--- src/rtl/serial_rx_pkg.sv ---
package serial_rx_pkg;

  typedef enum logic [2:0] {
    ST_IDLE,
    ST_START,
    ST_DATA,
    ST_PAR,
    ST_STOP
  } rx_state_e;

  typedef struct packed {
    logic [3:0] nbits;
    logic       msb_first;
    logic [2:0] par_mode;
  } rx_cfg_t;

  localparam logic [1:0] PM_EVEN = 2'd0;
  localparam logic [1:0] PM_ODD  = 2'd1;
  localparam logic [1:0] PM_ZERO = 2'd2;
  localparam logic [1:0] PM_ONE  = 2'd3;

  function automatic logic [3:0] char_bits(input logic [1:0] len_sel, input logic nine);
    return nine ? 4'd9 : 4'd5 + {2'b00, len_sel};
  endfunction

  function automatic logic par_enabled(input logic [2:0] mode);
    return !mode[2];
  endfunction

endpackage

--- src/rtl/rx_sync.sv ---
module rx_sync #(
  parameter int   STAGES  = 2,
  parameter logic RST_VAL = 1'b1
) (
  input  logic clk_i,
  input  logic rst_ni,
  input  logic d_i,
  output logic q_o
);

  logic [STAGES-1:0] pipe_q;

  always_ff @(posedge clk_i or negedge rst_ni) begin
    if (!rst_ni) pipe_q <= {STAGES{RST_VAL}};
    else         pipe_q <= {pipe_q[STAGES-2:0], d_i};
  end

  assign q_o = pipe_q[STAGES-1];

endmodule

--- src/rtl/rx_frame_fsm.sv ---
module rx_frame_fsm
  import serial_rx_pkg::*;
#(
  parameter int OS_RATE = 16,
  parameter int IDX_W   = 4
) (
  input  logic             clk_i,
  input  logic             rst_ni,
  input  logic             tick_i,
  input  logic             rx_i,
  input  rx_cfg_t          cfg_i,
  output rx_cfg_t          cfg_o,
  output logic             start_o,
  output logic             bit_stb_o,
  output logic [IDX_W-1:0] bit_idx_o,
  output logic             par_stb_o,
  output logic             stop_stb_o
);

  localparam int CNT_W = $clog2(OS_RATE);
  localparam logic [CNT_W-1:0] CNT_MID  = CNT_W'(OS_RATE / 2 - 1);
  localparam logic [CNT_W-1:0] CNT_LAST = CNT_W'(OS_RATE - 1);

  rx_state_e        state_q;
  logic [CNT_W-1:0] cnt_q;
  logic [IDX_W-1:0] idx_q;
  logic             prev_q;
  rx_cfg_t          cfg_q;
  logic             centre;
  logic [IDX_W-1:0] last_idx;

  assign centre   = tick_i && (cnt_q == CNT_LAST);
  assign last_idx = IDX_W'(cfg_q.nbits - 4'd1);

  always_comb begin
    start_o    = (state_q == ST_START) && tick_i && !rx_i && (cnt_q == CNT_MID);
    bit_stb_o  = (state_q == ST_DATA) && centre;
    par_stb_o  = (state_q == ST_PAR) && centre;
    stop_stb_o = (state_q == ST_STOP) && centre;
  end

  assign bit_idx_o = idx_q;
  assign cfg_o     = cfg_q;

  always_ff @(posedge clk_i or negedge rst_ni) begin
    if (!rst_ni) begin
      state_q <= ST_IDLE;
      cnt_q   <= '0;
      idx_q   <= '0;
      prev_q  <= 1'b1;
      cfg_q   <= '0;
    end else if (tick_i) begin
      prev_q <= rx_i;
      unique case (state_q)
        ST_IDLE: begin
          if (prev_q && !rx_i) begin
            state_q <= ST_START;
            cnt_q   <= CNT_W'(1);
            cfg_q   <= cfg_i;
          end
        end
        ST_START: begin
          if (rx_i) begin
            state_q <= ST_IDLE;
            cnt_q   <= '0;
          end else if (cnt_q == CNT_MID) begin
            state_q <= ST_DATA;
            cnt_q   <= '0;
            idx_q   <= '0;
          end else begin
            cnt_q <= cnt_q + CNT_W'(1);
          end
        end
        ST_DATA: begin
          if (cnt_q == CNT_LAST) begin
            cnt_q <= '0;
            idx_q <= idx_q + IDX_W'(1);
            if (idx_q == last_idx)
              state_q <= par_enabled(cfg_q.par_mode) ? ST_PAR : ST_STOP;
          end else begin
            cnt_q <= cnt_q + CNT_W'(1);
          end
        end
        ST_PAR: begin
          if (cnt_q == CNT_LAST) begin
            cnt_q   <= '0;
            state_q <= ST_STOP;
          end else begin
            cnt_q <= cnt_q + CNT_W'(1);
          end
        end
        ST_STOP: begin
          if (cnt_q == CNT_LAST) begin
            cnt_q   <= '0;
            state_q <= ST_IDLE;
          end else begin
            cnt_q <= cnt_q + CNT_W'(1);
          end
        end
        default: state_q <= ST_IDLE;
      endcase
    end
  end

  AST_START_REJECT: assert property (@(posedge clk_i) disable iff (!rst_ni)
    (state_q == ST_START && tick_i && rx_i) |=> (state_q == ST_IDLE));
  AST_STOP_REARM: assert property (@(posedge clk_i) disable iff (!rst_ni)
    stop_stb_o |=> (state_q == ST_IDLE));
  AST_EDGE_NEEDED: assert property (@(posedge clk_i) disable iff (!rst_ni)
    (state_q == ST_IDLE && tick_i && !prev_q) |=> (state_q == ST_IDLE));
  AST_ONE_STROBE: assert property (@(posedge clk_i) disable iff (!rst_ni)
    $onehot0({start_o, bit_stb_o, par_stb_o, stop_stb_o}));

endmodule

--- src/rtl/rx_assembler.sv ---
module rx_assembler
  import serial_rx_pkg::*;
#(
  parameter int DATA_W = 9,
  parameter int IDX_W  = 4
) (
  input  logic              clk_i,
  input  logic              rst_ni,
  input  logic              rx_i,
  input  rx_cfg_t           cfg_i,
  input  logic              start_i,
  input  logic              bit_stb_i,
  input  logic [IDX_W-1:0]  bit_idx_i,
  input  logic              par_stb_i,
  input  logic              stop_stb_i,
  output logic [DATA_W-1:0] data_o,
  output logic              valid_o,
  output logic              par_err_o,
  output logic              frame_err_o
);

  logic [DATA_W-1:0] shreg_q;
  logic              par_q;
  logic              exp_par;
  logic [IDX_W-1:0]  pos;

  assign pos = cfg_i.msb_first ? IDX_W'(cfg_i.nbits - 4'd1) - bit_idx_i : bit_idx_i;

  always_comb begin
    unique case (cfg_i.par_mode[1:0])
      PM_EVEN: exp_par = ^shreg_q;
      PM_ODD:  exp_par = ~^shreg_q;
      PM_ZERO: exp_par = 1'b0;
      default: exp_par = 1'b1;
    endcase
  end

  always_ff @(posedge clk_i or negedge rst_ni) begin
    if (!rst_ni) begin
      shreg_q     <= '0;
      par_q       <= 1'b0;
      data_o      <= '0;
      valid_o     <= 1'b0;
      par_err_o   <= 1'b0;
      frame_err_o <= 1'b0;
    end else begin
      if (start_i) shreg_q <= '0;
      if (bit_stb_i && (int'(pos) < DATA_W)) shreg_q[pos] <= rx_i;
      if (par_stb_i) par_q <= rx_i;
      valid_o <= stop_stb_i;
      if (stop_stb_i) begin
        data_o      <= shreg_q;
        frame_err_o <= !rx_i;
        par_err_o   <= par_enabled(cfg_i.par_mode) && (par_q != exp_par);
      end else begin
        frame_err_o <= 1'b0;
        par_err_o   <= 1'b0;
      end
    end
  end

  AST_VALID_PULSE: assert property (@(posedge clk_i) disable iff (!rst_ni)
    valid_o |=> !valid_o);
  AST_FLAG_QUALIFIED: assert property (@(posedge clk_i) disable iff (!rst_ni)
    (par_err_o || frame_err_o) |-> valid_o);
  AST_UPPER_ZERO: assert property (@(posedge clk_i) disable iff (!rst_ni)
    valid_o |-> ((data_o >> cfg_i.nbits) == '0));
  AST_NO_PARITY_FLAG: assert property (@(posedge clk_i) disable iff (!rst_ni)
    (valid_o && cfg_i.par_mode[2]) |-> !par_err_o);

endmodule

--- src/rtl/serial_rx_x16.sv ---
module serial_rx_x16
  import serial_rx_pkg::*;
#(
  parameter int OS_RATE     = 16,
  parameter int SYNC_STAGES = 2,
  parameter int DATA_W      = 9
) (
  input  logic              clk_i,
  input  logic              rst_ni,
  input  logic              tick_i,
  input  logic              rxd_i,
  input  logic [1:0]        len_sel_i,
  input  logic              nine_bit_i,
  input  logic              msb_first_i,
  input  logic [2:0]        par_sel_i,
  output logic [DATA_W-1:0] data_o,
  output logic              valid_o,
  output logic              par_err_o,
  output logic              frame_err_o
);

  localparam int IDX_W = $clog2(DATA_W) + 1;

  logic             rx_s;
  rx_cfg_t          cfg_live, cfg_frame;
  logic             start_p, bit_p, par_p, stop_p;
  logic [IDX_W-1:0] bit_idx;

  always_comb begin
    cfg_live.nbits     = char_bits(len_sel_i, nine_bit_i);
    cfg_live.msb_first = msb_first_i;
    cfg_live.par_mode  = par_sel_i;
  end

  rx_sync #(.STAGES(SYNC_STAGES), .RST_VAL(1'b1)) u_sync (
    .clk_i (clk_i),
    .rst_ni(rst_ni),
    .d_i   (rxd_i),
    .q_o   (rx_s)
  );

  rx_frame_fsm #(.OS_RATE(OS_RATE), .IDX_W(IDX_W)) u_fsm (
    .clk_i     (clk_i),
    .rst_ni    (rst_ni),
    .tick_i    (tick_i),
    .rx_i      (rx_s),
    .cfg_i     (cfg_live),
    .cfg_o     (cfg_frame),
    .start_o   (start_p),
    .bit_stb_o (bit_p),
    .bit_idx_o (bit_idx),
    .par_stb_o (par_p),
    .stop_stb_o(stop_p)
  );

  rx_assembler #(.DATA_W(DATA_W), .IDX_W(IDX_W)) u_asm (
    .clk_i      (clk_i),
    .rst_ni     (rst_ni),
    .rx_i       (rx_s),
    .cfg_i      (cfg_frame),
    .start_i    (start_p),
    .bit_stb_i  (bit_p),
    .bit_idx_i  (bit_idx),
    .par_stb_i  (par_p),
    .stop_stb_i (stop_p),
    .data_o     (data_o),
    .valid_o    (valid_o),
    .par_err_o  (par_err_o),
    .frame_err_o(frame_err_o)
  );

endmodule

--- config.mk ---
export PLATFORM = sky130hd
export DESIGN_NAME = serial_rx_x16
export DESIGN_NICKNAME = d
export VERILOG_FILES = /design/src/rtl/serial_rx_pkg.sv /design/src/rtl/rx_sync.sv /design/src/rtl/rx_frame_fsm.sv /design/src/rtl/rx_assembler.sv /design/src/rtl/serial_rx_x16.sv
export SDC_FILE = /design/constraint.sdc
export NUM_CORES = 1
export LEC_CHECK = 0
export ABC_AREA = 1
export ABC_CLOCK_PERIOD_IN_PS = 6400
export BUFFER_PORTS_ARGS = -buffer_cell sky130_fd_sc_hd__buf_2
export CORE_UTILIZATION = 60
export CTS_CLUSTER_DIAMETER = 200
export DETAILED_ROUTE_END_ITERATION = 16
export PLACE_DENSITY_LB_ADDON = 0.2
export SLEW_MARGIN = 20
export SYNTH_ARGS = -nofsm -noshare
export SYNTH_HDL_FRONTEND = slang
export SYNTH_SLANG_ARGS = --single-unit
--- constraint.sdc ---
create_clock -name clk_i -period 6.4 [get_ports clk_i]
set_input_delay 0.96 -clock clk_i [delete_from_list [all_inputs] [get_ports clk_i]]
set_output_delay 0.96 -clock clk_i [all_outputs]
set_load 0.01 [all_outputs]
==> run metrics, run 1 <==
Synth cell types 36; die area 4620 um^2; fin crit share 0.358; CP required around 6.6 ns; postcts setup bufs 0; Worst EP arrival 2.48 ns; asr flop ratio synth 1.00; via/cell ratio approximately 5; Iteration-0 DRC Markers 82; post-synthesis sequential area ratio 0.433; hold path cells 0; setup skew after layout ~0.0073 ns; VDD IR max about 0.00035 V; Slew HR 0.355; global route total overflow 0; post-CTS sizing 0; cell area after synthesis ~2600 um^2; outcome finished clean; IO Port Bufs 22; filler cell count 359; total core area approximately 4100 um^2; syn nets around 350; Skew-Pair Late Insertion Delay 0.29 ns; final setup vio count 0; drt pass-1 iters 4; CTS H-tree lvls 2; average wire per standard cell roughly 12 um; clock buffer depth 2; # nets final about 380; hold path startpoint u_sync.pipe_q[0]; clock-pin slew on the worst setup and hold paths 0.08 ns; WL met1 ~2.3 mm; Worst Setup End Kind flop; row count 23; final hold viol count 0; worst reg2reg path depth 12; Hold Path Class reg -> reg; hold_buf cts 0; Yosys warning count 0; RSZ-0062 raised after global routing false; Top Layer Used met4; PwrDens approximately 440 nW/um^2; share of post-route cells with drive strength above 1 0.191; Most used DFF post-synth dfrtp_1; RR Endpoint u_asm.shreg_q[3]; CTS tree yes; commonest cells after routing, fill and taps aside nand2_1 (86), dfrtp_1 (42), inv_1 (39); synth top area cells dfrtp_1 (40%), nand2_1 (12%), inv_1 (5.6%); gpl congestion 0.851; first-pass GRT wire length between 8 and 9 mm; P&R area growth vs syn 8.82%; Worst Tran Pin Value about 0.97 ns; Clock Power Share 0.137; Max Cap Viol 0; switching power 0.577 mW; vias after detailed routing 2050; Logic pwr share 0.525; FF-to-FF setup slack just over 4 ns; io pins 23; sw frac 0.466; Crit Path Class reg -> reg; HPWL after DPL roughly 3.6 mm; met3 WL post-DR about 150 um; nature of the critical path startpoint flop; post-layout util 0.695; Seq pwr share 0.339; Cells after Synth around 330; max-slew violation count 0; leakage power between 1.5 and 2 nW; Internal Power 0.660 mW; Final TNS setup 0 ns; pin count of the biggest net entering global routing 46; Yosys reg bits 45; total CTS buffers 5; hold endpoint u_sync.pipe_q[1]; CTS Root Cell clkbuf_8; clock sink count 45; area leader, netlist dfrtp_1; die width approximately 68 um; Post-synth EDFFs 0; syn_area_per_cell ~7.9 um^2; ANT cells 0; die height ~70 um; Yosys top cell area share 0.402; Initial Utilization 0.639; vias in the first global route 1846; initial antenna violation count 0; commonest non-fill, non-tap cell in the layout nand2_1; GR Util All Layers 0.235; CP Max Fanout 8; Fmax 437 MHz; drc violations 0; min cycle time layout about 2.3 ns; final WL around 4.8 mm; WL met2 between 2 and 2.5 mm; antenna-violating nets left 0; Crit Reg-Reg Startpoint u_fsm.cfg_o[4]
-- area by class of cell --
type                       instances  area (um^2)  share of cell area
timing repair buffer              22          110              0.0387
sequential                        45         1130               0.398
tap                               50         62.6              0.0220
clock inverter                     1         5.00             0.00176
multi-input combinational        231         1260               0.445
clock buffer                       7         76.3              0.0269
inverter                          50          194              0.0683
-- metal layers --
layer  GRT usage  vias to the layer above
met5           0                        -
met3      0.0450                        5
met2       0.393                       40
li1            -                     1090
met4      0.0625                        0
met1       0.309                      915
-- synthesized netlist by cell type (all sizes together), types with 3 or more instances --
library cell,count
dfstp,3
dfrtp,42
buf,4
nand3,27
inv,48
a21oi,10
nand2,91
xor2,6
o21ai,30
nand3b,4
ha,8
nor3,4
nor2,40
-- flip-flops by register name, summed over array words and instances (netlist names), 2 cells and up --
signal / flops
u_fsm.cfg_o: 8
u_sync.pipe_q: 2
u_asm.data_o: 9
u_fsm.state_q: 3
u_fsm.cnt_q: 4
u_asm.shreg_q: 9
u_fsm.bit_idx_o: 5
-- power groups by stage --
| stage | clock, mW | sequential (mW) | combinational, mW |
|---|---|---|---|
| floorplan | 0 | 0.408 | 0.538 |
| global placement | 0 | 0.421 | 0.623 |
| detailed placement | 0 | 0.424 | 0.644 |
| CTS | 0.172 | 0.418 | 0.649 |
| global route | 0.184 | 0.427 | 0.751 |
| finish | 0.169 | 0.419 | 0.649 |
-- stage by stage --
| step | setup slack, ns | instance area (um^2) | power, mW | hold slack [ns] | cells |
|---|---|---|---|---|---|
| global route | 3.93 | 2840 | 1.36 | 0.367 | 406 |
| floorplan | 4.32 | 2610 | 0.946 | 0.345 | 331 |
| CTS | 4.13 | 2840 | 1.24 | 0.362 | 406 |
| finish | 4.11 | 2840 | 1.24 | 0.360 | 406 |
| detailed placement | 4.14 | 2760 | 1.07 | 0.351 | 398 |
| global placement | 4.16 | 2760 | 1.04 | 0.346 | 398 |
-- worst max-delay path, cell delays in order (launching register included) --
cell,delay (ns)
dfrtp_1,0.37
inv_1,0.06
ha_1,0.23
xor2_1,0.15
ha_1,0.35
a21oi_1,0.22
nand3b_1,0.10
nand3_1,0.14
nand3_1,0.18
nor2_8,0.19
nand2_1,0.08
nand2_1,0.06
nand2_1,0.04
-- how the worst max path moves through the flow --
stage,start,endpoint,slack [ns],cells after the start
after floorplan,u_fsm.cfg_o[4],u_asm.shreg_q[5],4.32,13
after global placement,tick_i,u_fsm.cfg_o[0],4.16,4
after detailed placement,tick_i,u_fsm.cfg_o[0],4.14,4
after CTS,u_fsm.cfg_o[4],u_asm.shreg_q[2],4.13,12
after global routing,u_fsm.cfg_o[4],u_asm.shreg_q[6],3.93,12
final,u_fsm.cfg_o[4],u_asm.shreg_q[3],4.11,12
-- cells by family after synthesis --
logic type               Yosys count  synth area share
multiplexers                       2           0.00862
flip-flops                        45             0.433
AND/OR/NAND/NOR                  168             0.310
AO/OA/AOI/OAI                     44            0.0925
adder cells (fa/ha/maj)            9            0.0460
XOR/XNOR                           8            0.0268
buffers and inverters             55            0.0834
Power figures use the tool's default switching activity.
==> run 2: changes to the inputs <==
--- a/config.mk
+++ b/config.mk
@@ -6,9 +6,9 @@
 export NUM_CORES = 1
 export LEC_CHECK = 0
 export ABC_AREA = 1
-export ABC_CLOCK_PERIOD_IN_PS = 6400
+export ABC_CLOCK_PERIOD_IN_PS = 2100
 export BUFFER_PORTS_ARGS = -buffer_cell sky130_fd_sc_hd__buf_2
-export CORE_UTILIZATION = 60
+export CORE_UTILIZATION = 54
 export CTS_CLUSTER_DIAMETER = 200
 export DETAILED_ROUTE_END_ITERATION = 16
 export PLACE_DENSITY_LB_ADDON = 0.2
==> constraint.sdc (replaced) <==
create_clock -name clk_i -period 2.1 [get_ports clk_i]
set_input_delay 0.315 -clock clk_i [delete_from_list [all_inputs] [get_ports clk_i]]
set_output_delay 0.315 -clock clk_i [all_outputs]
set_load 0.01 [all_outputs]
==> run metrics, run 2 (same netlist as run 1, synthesis figures left out) <==
outcome complete, but fails checks; violated checks negative setup slack; io pins 23 (unchanged); vias in the first global route 1999 (+8.3%); Skew-Pair Late Insertion Delay 0.30 ns (about the same); HPWL after DPL 3.75 mm (+5.3%); nature of the critical path startpoint flop; CP max stage cell dfrtp_1; clock-pin slew on the worst setup and hold paths 0.08 ns (about the same); commonest cells after routing, fill and taps aside nand2_1 (80), dfrtp_1 (42), inv_1 (36); CTS tree yes; Slew HR 0.666 (+0.311); P&R area growth vs syn 18.7%; Worst Hold Slack 0.103 ns (-0.257 ns); hold path startpoint rxd_i; GR Util All Layers 0.219 (-0.0158); first-pass GRT wire length 8.65 mm (+6.5%); post-layout util 0.688 (-0.00729); Fmax 460 MHz (+5.3%); Crit Path Class reg -> reg; total core area 4500 um^2 (+10%); clock buffer depth 2 (unchanged); share of post-route cells with drive strength above 1 0.281 (+0.0901); Worst EP arrival 2.37 ns (-0.11 ns); hold path cells 1 (+1); final worst slack -0.0743 ns (-4.18 ns); Worst Setup End Kind flop; Crit Reg-Reg Startpoint u_fsm.cfg_o[5]; VDD IR max 0.000995 V (+180%); filler cell count 376 (+4.7%); final hold viol count 0 (unchanged); drc violations 0 (unchanged); die width 71.5 um (+5.3%); crit-path cells inv_2 -> ha_4 -> xor2_2 -> ha_4 -> a21oi_1 -> nand3b_1 -> nand3_2 -> nand3_2 -> nor2_8 -> nand2_1 -> nand2_1 -> nand2_1; worst reg2reg path depth 12 (unchanged); pin count of the biggest net entering global routing 23 (-50%); IO Port Bufs 22 (unchanged); final WL 5.19 mm (+9.0%); clock sink count 45 (unchanged); number of buffers and inverters on the critical path 1 (unchanged); placed insts 411 (+3.3%); # nets final 389 (+3.7%); CTS H-tree lvls 2 (unchanged); final setup vio count 8 (+8); setup skew after layout 0.00448 ns (-0.00281 ns); PwrDens 1420 nW/um^2 (+230%); Top Family by Delay on Critical Path simple AND/OR/NAND/NOR gates; average wire per standard cell 12.3 um (+4.9%); CP required 2.30 ns (-4.29 ns); total CTS buffers 5 (unchanged); Initial Utilization 0.580 (-0.0593); RSZ-0062 raised after global routing true; CTS Root Cell clkbuf_8; CP Max Fanout 8 (unchanged); leakage power 1.61 nW (+7.1%); global route total overflow 0 (unchanged); max-slew violation count 0 (unchanged); gpl congestion 0.866 (+1.7%); row count 24 (+4.3%); Final Non-Filler Cells 422 (+3.9%); ANT cells 0 (unchanged); die height 71.5 um (+5.3%); via/cell ratio 5.15 (+1.9%); antenna-violating nets left 0 (unchanged); die area 5120 um^2 (+11%); most frequent CP cell nand2_1; commonest non-fill, non-tap cell in the layout nand2_1; Max Cap Viol 0 (unchanged); drt pass-1 iters 5 (+1); CP peak stage delay 0.43 ns (+0.06 ns); Iteration-0 DRC Markers 141 (+72%); initial antenna violation count 0 (unchanged); vias after detailed routing 2172 (+6.0%); Hold Path Class in -> reg; FF-to-FF setup slack -0.07 ns (-4.18 ns); Worst Tran Pin Value 0.501 ns (-0.467 ns); hold endpoint u_sync.pipe_q[0]; min cycle time layout 2.17 ns (-0.115 ns); fin crit share 1.04 (+0.678); RR Endpoint u_asm.shreg_q[3]
==> run 2: cell count changes in the layout (fill, tap and decap cells not counted), sizes merged <==
cell	change
dlygate4sd3	+1
bufinv	+1
buf	+13
clkinv	-1
==> run 2: timing repair <==
action	4_1_cts	5_1_grt
hold endpoints to repair	18	0
resized for setup	14	12
hold buffers	1	0
setup endpoints to repair	9	9
setup buffers	1	1
pin swaps	6	8
==> run 2: final cells by class <==
| cell class | instances | area [um^2] | share of cell area |
|---|---|---|---|
| clock buffer | 7 | 86.3 | 0.0279 |
| clock inverter | 1 | 30.0 | 0.00969 |
| inverter | 50 | 194 | 0.0626 |
| multi-input combinational | 231 | 1370 | 0.443 |
| sequential | 45 | 1130 | 0.365 |
| tap | 52 | 65.1 | 0.0210 |
| timing repair buffer | 36 | 221 | 0.0715 |
==> run 2: report_power, final <==
part	internal (mW)	switching (mW)
Clock	0.388	0.291
Sequential	1.08	0.209
Combinational	0.956	1.49
Total	2.42	1.99
==> run 2: metal layers <==
metal  up-vias  part of all wire  global-route usage
li1       1123                 -                   -
met5         -                 0                   0
met1       991              0.47               0.283
met3         9             0.041              0.0492
met2        49              0.47               0.366
met4         0             0.018              0.0784
==> run 2: worst max path at each step <==
stage                              start          endpoint  slack [ns]  cells past startpoint
final                     u_fsm.cfg_o[5]  u_asm.shreg_q[3]       -0.07                     12
after detailed placement  u_fsm.cfg_o[4]  u_asm.shreg_q[5]       -0.11                     16
after global placement    u_fsm.cfg_o[4]  u_asm.shreg_q[5]       -0.06                     16
after floorplan           u_fsm.cfg_o[4]  u_asm.shreg_q[5]        0.02                     13
after CTS                 u_fsm.cfg_o[4]  u_asm.shreg_q[2]       -0.08                     13
after global routing      u_fsm.cfg_o[5]  u_asm.shreg_q[4]       -0.23                     12
==> run 2: metrics by stage <==
step           total power [mW]  TNS (ns)  worst slack [ns]  instance area [um^2]
6_report                   4.41    -0.509           -0.0743                  3100
5_1_grt                    4.79     -1.80            -0.227                  3100
4_1_cts                    4.23    -0.499           -0.0813                  3040
3_5_place_dp               3.35    -0.702            -0.106                  2850
3_3_place_gp               3.29    -0.376           -0.0569                  2850
2_1_floorplan              2.88         0            0.0240                  2610
==> run 3: changes to the inputs <==
--- a/config.mk
+++ b/config.mk
@@ -11,8 +11,8 @@
 export CORE_UTILIZATION = 54
 export CTS_CLUSTER_DIAMETER = 200
 export DETAILED_ROUTE_END_ITERATION = 16
+export MAX_ROUTING_LAYER = met4
 export PLACE_DENSITY_LB_ADDON = 0.2
-export SLEW_MARGIN = 20
 export SYNTH_ARGS = -nofsm -noshare
 export SYNTH_HDL_FRONTEND = slang
 export SYNTH_SLANG_ARGS = --single-unit
==> run metrics, run 3 (same netlist as run 1, synthesis figures left out) <==
outcome complete, but fails checks; violated checks negative setup slack; share of post-route cells with drive strength above 1 0.281 (unchanged); CP Max Fanout 8 (unchanged); IO Port Bufs 22 (unchanged); switching power 1.98 mW (-0.29%); die area 5120 um^2 (unchanged); commonest non-fill, non-tap cell in the layout nand2_1; worst reg2reg path depth 12 (unchanged); CP required 2.30 ns (about the same); filler cell count 376 (unchanged); crit-path cells inv_2 -> ha_4 -> xor2_2 -> ha_4 -> a21oi_1 -> nand3b_1 -> nand3_2 -> nand3_2 -> nor2_8 -> nand2_1 -> nand2_1 -> nand2_1; average wire per standard cell 12.2 um (-0.52%); Slew HR 0.667 (about the same); Worst Tran Pin Value 0.500 ns (-0.000831 ns); Max Cap Viol 0 (unchanged); Worst EP arrival 2.38 ns (about the same); total CTS buffers 5 (unchanged); VDD IR max 0.000991 V (-0.43%); most frequent CP cell nand2_1; Final Non-Filler Cells 422 (unchanged); RR Endpoint u_asm.shreg_q[3]; area taken by multi-input logic gates 1370 um^2 (unchanged); global route total overflow 0 (unchanged); # nets final 389 (unchanged); setup skew after layout 0.00466 ns (+0.000180 ns); HPWL after DPL 3.75 mm (unchanged); RSZ-0062 raised after global routing true; dpl cell area 2850 um^2 (unchanged); gpl congestion 0.880 (+1.6%); nature of the critical path startpoint flop; final worst slack -0.0768 ns (-0.00245 ns); drt pass-1 iters 4 (-1); Clock Power Share 0.154 (about the same); max-slew violation count 0 (unchanged); Crit Path Class reg -> reg; sw frac 0.450 (-0.000707); post-layout util 0.688 (unchanged); first-pass GRT wire length 8.64 mm (about the same); Initial Utilization 0.580 (unchanged); Internal Power 2.42 mW (about the same); vias after detailed routing 2174 (+0.092%); Reg area 1130 um^2 (unchanged); fin crit share 1.04 (+0.00117); clock sink count 45 (unchanged); Logic pwr share 0.554 (about the same); hold endpoint u_sync.pipe_q[0]; final hold viol count 0 (unchanged); drc violations 0 (unchanged); min cycle time layout 2.18 ns (+0.00245 ns); Worst Setup End Kind flop; commonest cells after routing, fill and taps aside nand2_1 (80), dfrtp_1 (42), inv_1 (36); leakage power 1.61 nW (unchanged); Skew-Pair Late Insertion Delay 0.30 ns (about the same); initial antenna violation count 0 (unchanged); FF-to-FF setup slack -0.08 ns (about the same); Seq pwr share 0.292 (about the same); Fmax 459 MHz (-0.11%); Hold Path Class in -> reg; final setup vio count 8 (unchanged); vias in the first global route 1997 (-0.10%); CTS H-tree lvls 2 (unchanged); pin count of the biggest net entering global routing 23 (unchanged); io pins 23 (unchanged); CTS Root Cell clkbuf_8; row count 24 (unchanged); total core area 4500 um^2 (unchanged); via/cell ratio 5.15 (about the same); Crit Reg-Reg Startpoint u_fsm.cfg_o[5]; P&R area growth vs syn 18.7% (unchanged); CP peak stage delay 0.43 ns (about the same); hold path cells 1 (unchanged); PwrDens 1420 nW/um^2 (-0.13%); die height 71.5 um (unchanged); ANT cells 0 (unchanged); placed insts 411 (unchanged); antenna-violating nets left 0 (unchanged); clock buffer depth 2 (unchanged); final instance area 3100 um^2 (unchanged); clock-pin slew on the worst setup and hold paths 0.08 ns (about the same); CTS tree yes; overall power 4.41 mW (-0.13%); CP max stage cell dfrtp_1; die width 71.5 um (unchanged); GR Util All Layers 0.226 (+0.00678); Place WS -0.106 ns (unchanged); final WL 5.16 mm (-0.52%); Iteration-0 DRC Markers 140 (-0.71%); hold path startpoint rxd_i
-- run 3: cell counts in the layout (fill, tap and decap cells not counted) --
Identical to the previous run, type by type.
-- run 3: worst max-delay path by stage --
| stage | startpoint | end | slack (ns) | cells after the start |
|---|---|---|---|---|
| global placement | u_fsm.cfg_o[4] | u_asm.shreg_q[5] | -0.06 | 16 |
| finish | u_fsm.cfg_o[5] | u_asm.shreg_q[3] | -0.08 | 12 |
| global route | u_fsm.cfg_o[5] | u_asm.shreg_q[4] | -0.23 | 12 |
| floorplan | u_fsm.cfg_o[4] | u_asm.shreg_q[5] | 0.02 | 13 |
| detailed placement | u_fsm.cfg_o[4] | u_asm.shreg_q[5] | -0.11 | 16 |
| CTS | u_fsm.cfg_o[4] | u_asm.shreg_q[2] | -0.08 | 13 |
-- run 3: area by class of cell --
class                           count  share of cell area
Tap cell                           52              0.0210
Multi-Input combinational cell    231               0.443
Sequential cell                    45               0.365
Timing Repair Buffer               36              0.0715
Inverter                           50              0.0626
Clock inverter                      1             0.00969
Clock buffer                        7              0.0279
-- run 3: layer usage --
layer | global-route usage | wire [um] | part of all wire
met1 | 0.283 | 2390 | 0.46
met2 | 0.366 | 2460 | 0.48
met3 | 0.0478 | 242 | 0.047
met4 | 0.0784 | 67 | 0.013
met5 | - | 0 | 0
-- run 3: metrics by stage --
stage	hold slack, ns	TNS, ns
finish	0.104	-0.530
global route	0.0970	-1.80
CTS	0.102	-0.499
detailed placement	0.315	-0.702
global placement	0.310	-0.376
floorplan	0.0194	0
-- run 3: power groups by stage --
stage | combinational (mW) | clock (mW) | sequential, mW
floorplan | 1.64 | 0 | 1.24
global placement | 2.01 | 0 | 1.27
detailed placement | 2.06 | 0 | 1.29
CTS | 2.26 | 0.690 | 1.28
global route | 2.75 | 0.717 | 1.32
finish | 2.44 | 0.678 | 1.29
-- run 3: critical path, delay by kind of cell, from the launching register on --
kind            cells  cell delay [ns]
fa+ha+maj           2             0.40
compound gates      1             0.21
simple gates        7             0.73
buf+inv             1             0.10
flops               1             0.43
xor+xnor            1             0.21
-- run 3: repair_timing --
action                                  4_1_cts  5_1_grt
pin swaps                                     6        8
gates resized for setup                      14       12
setup buffers                                 1        1
hold endpoints to repair                     18        0
endpoints found under the setup margin        9        9
hold buffers                                  1        0
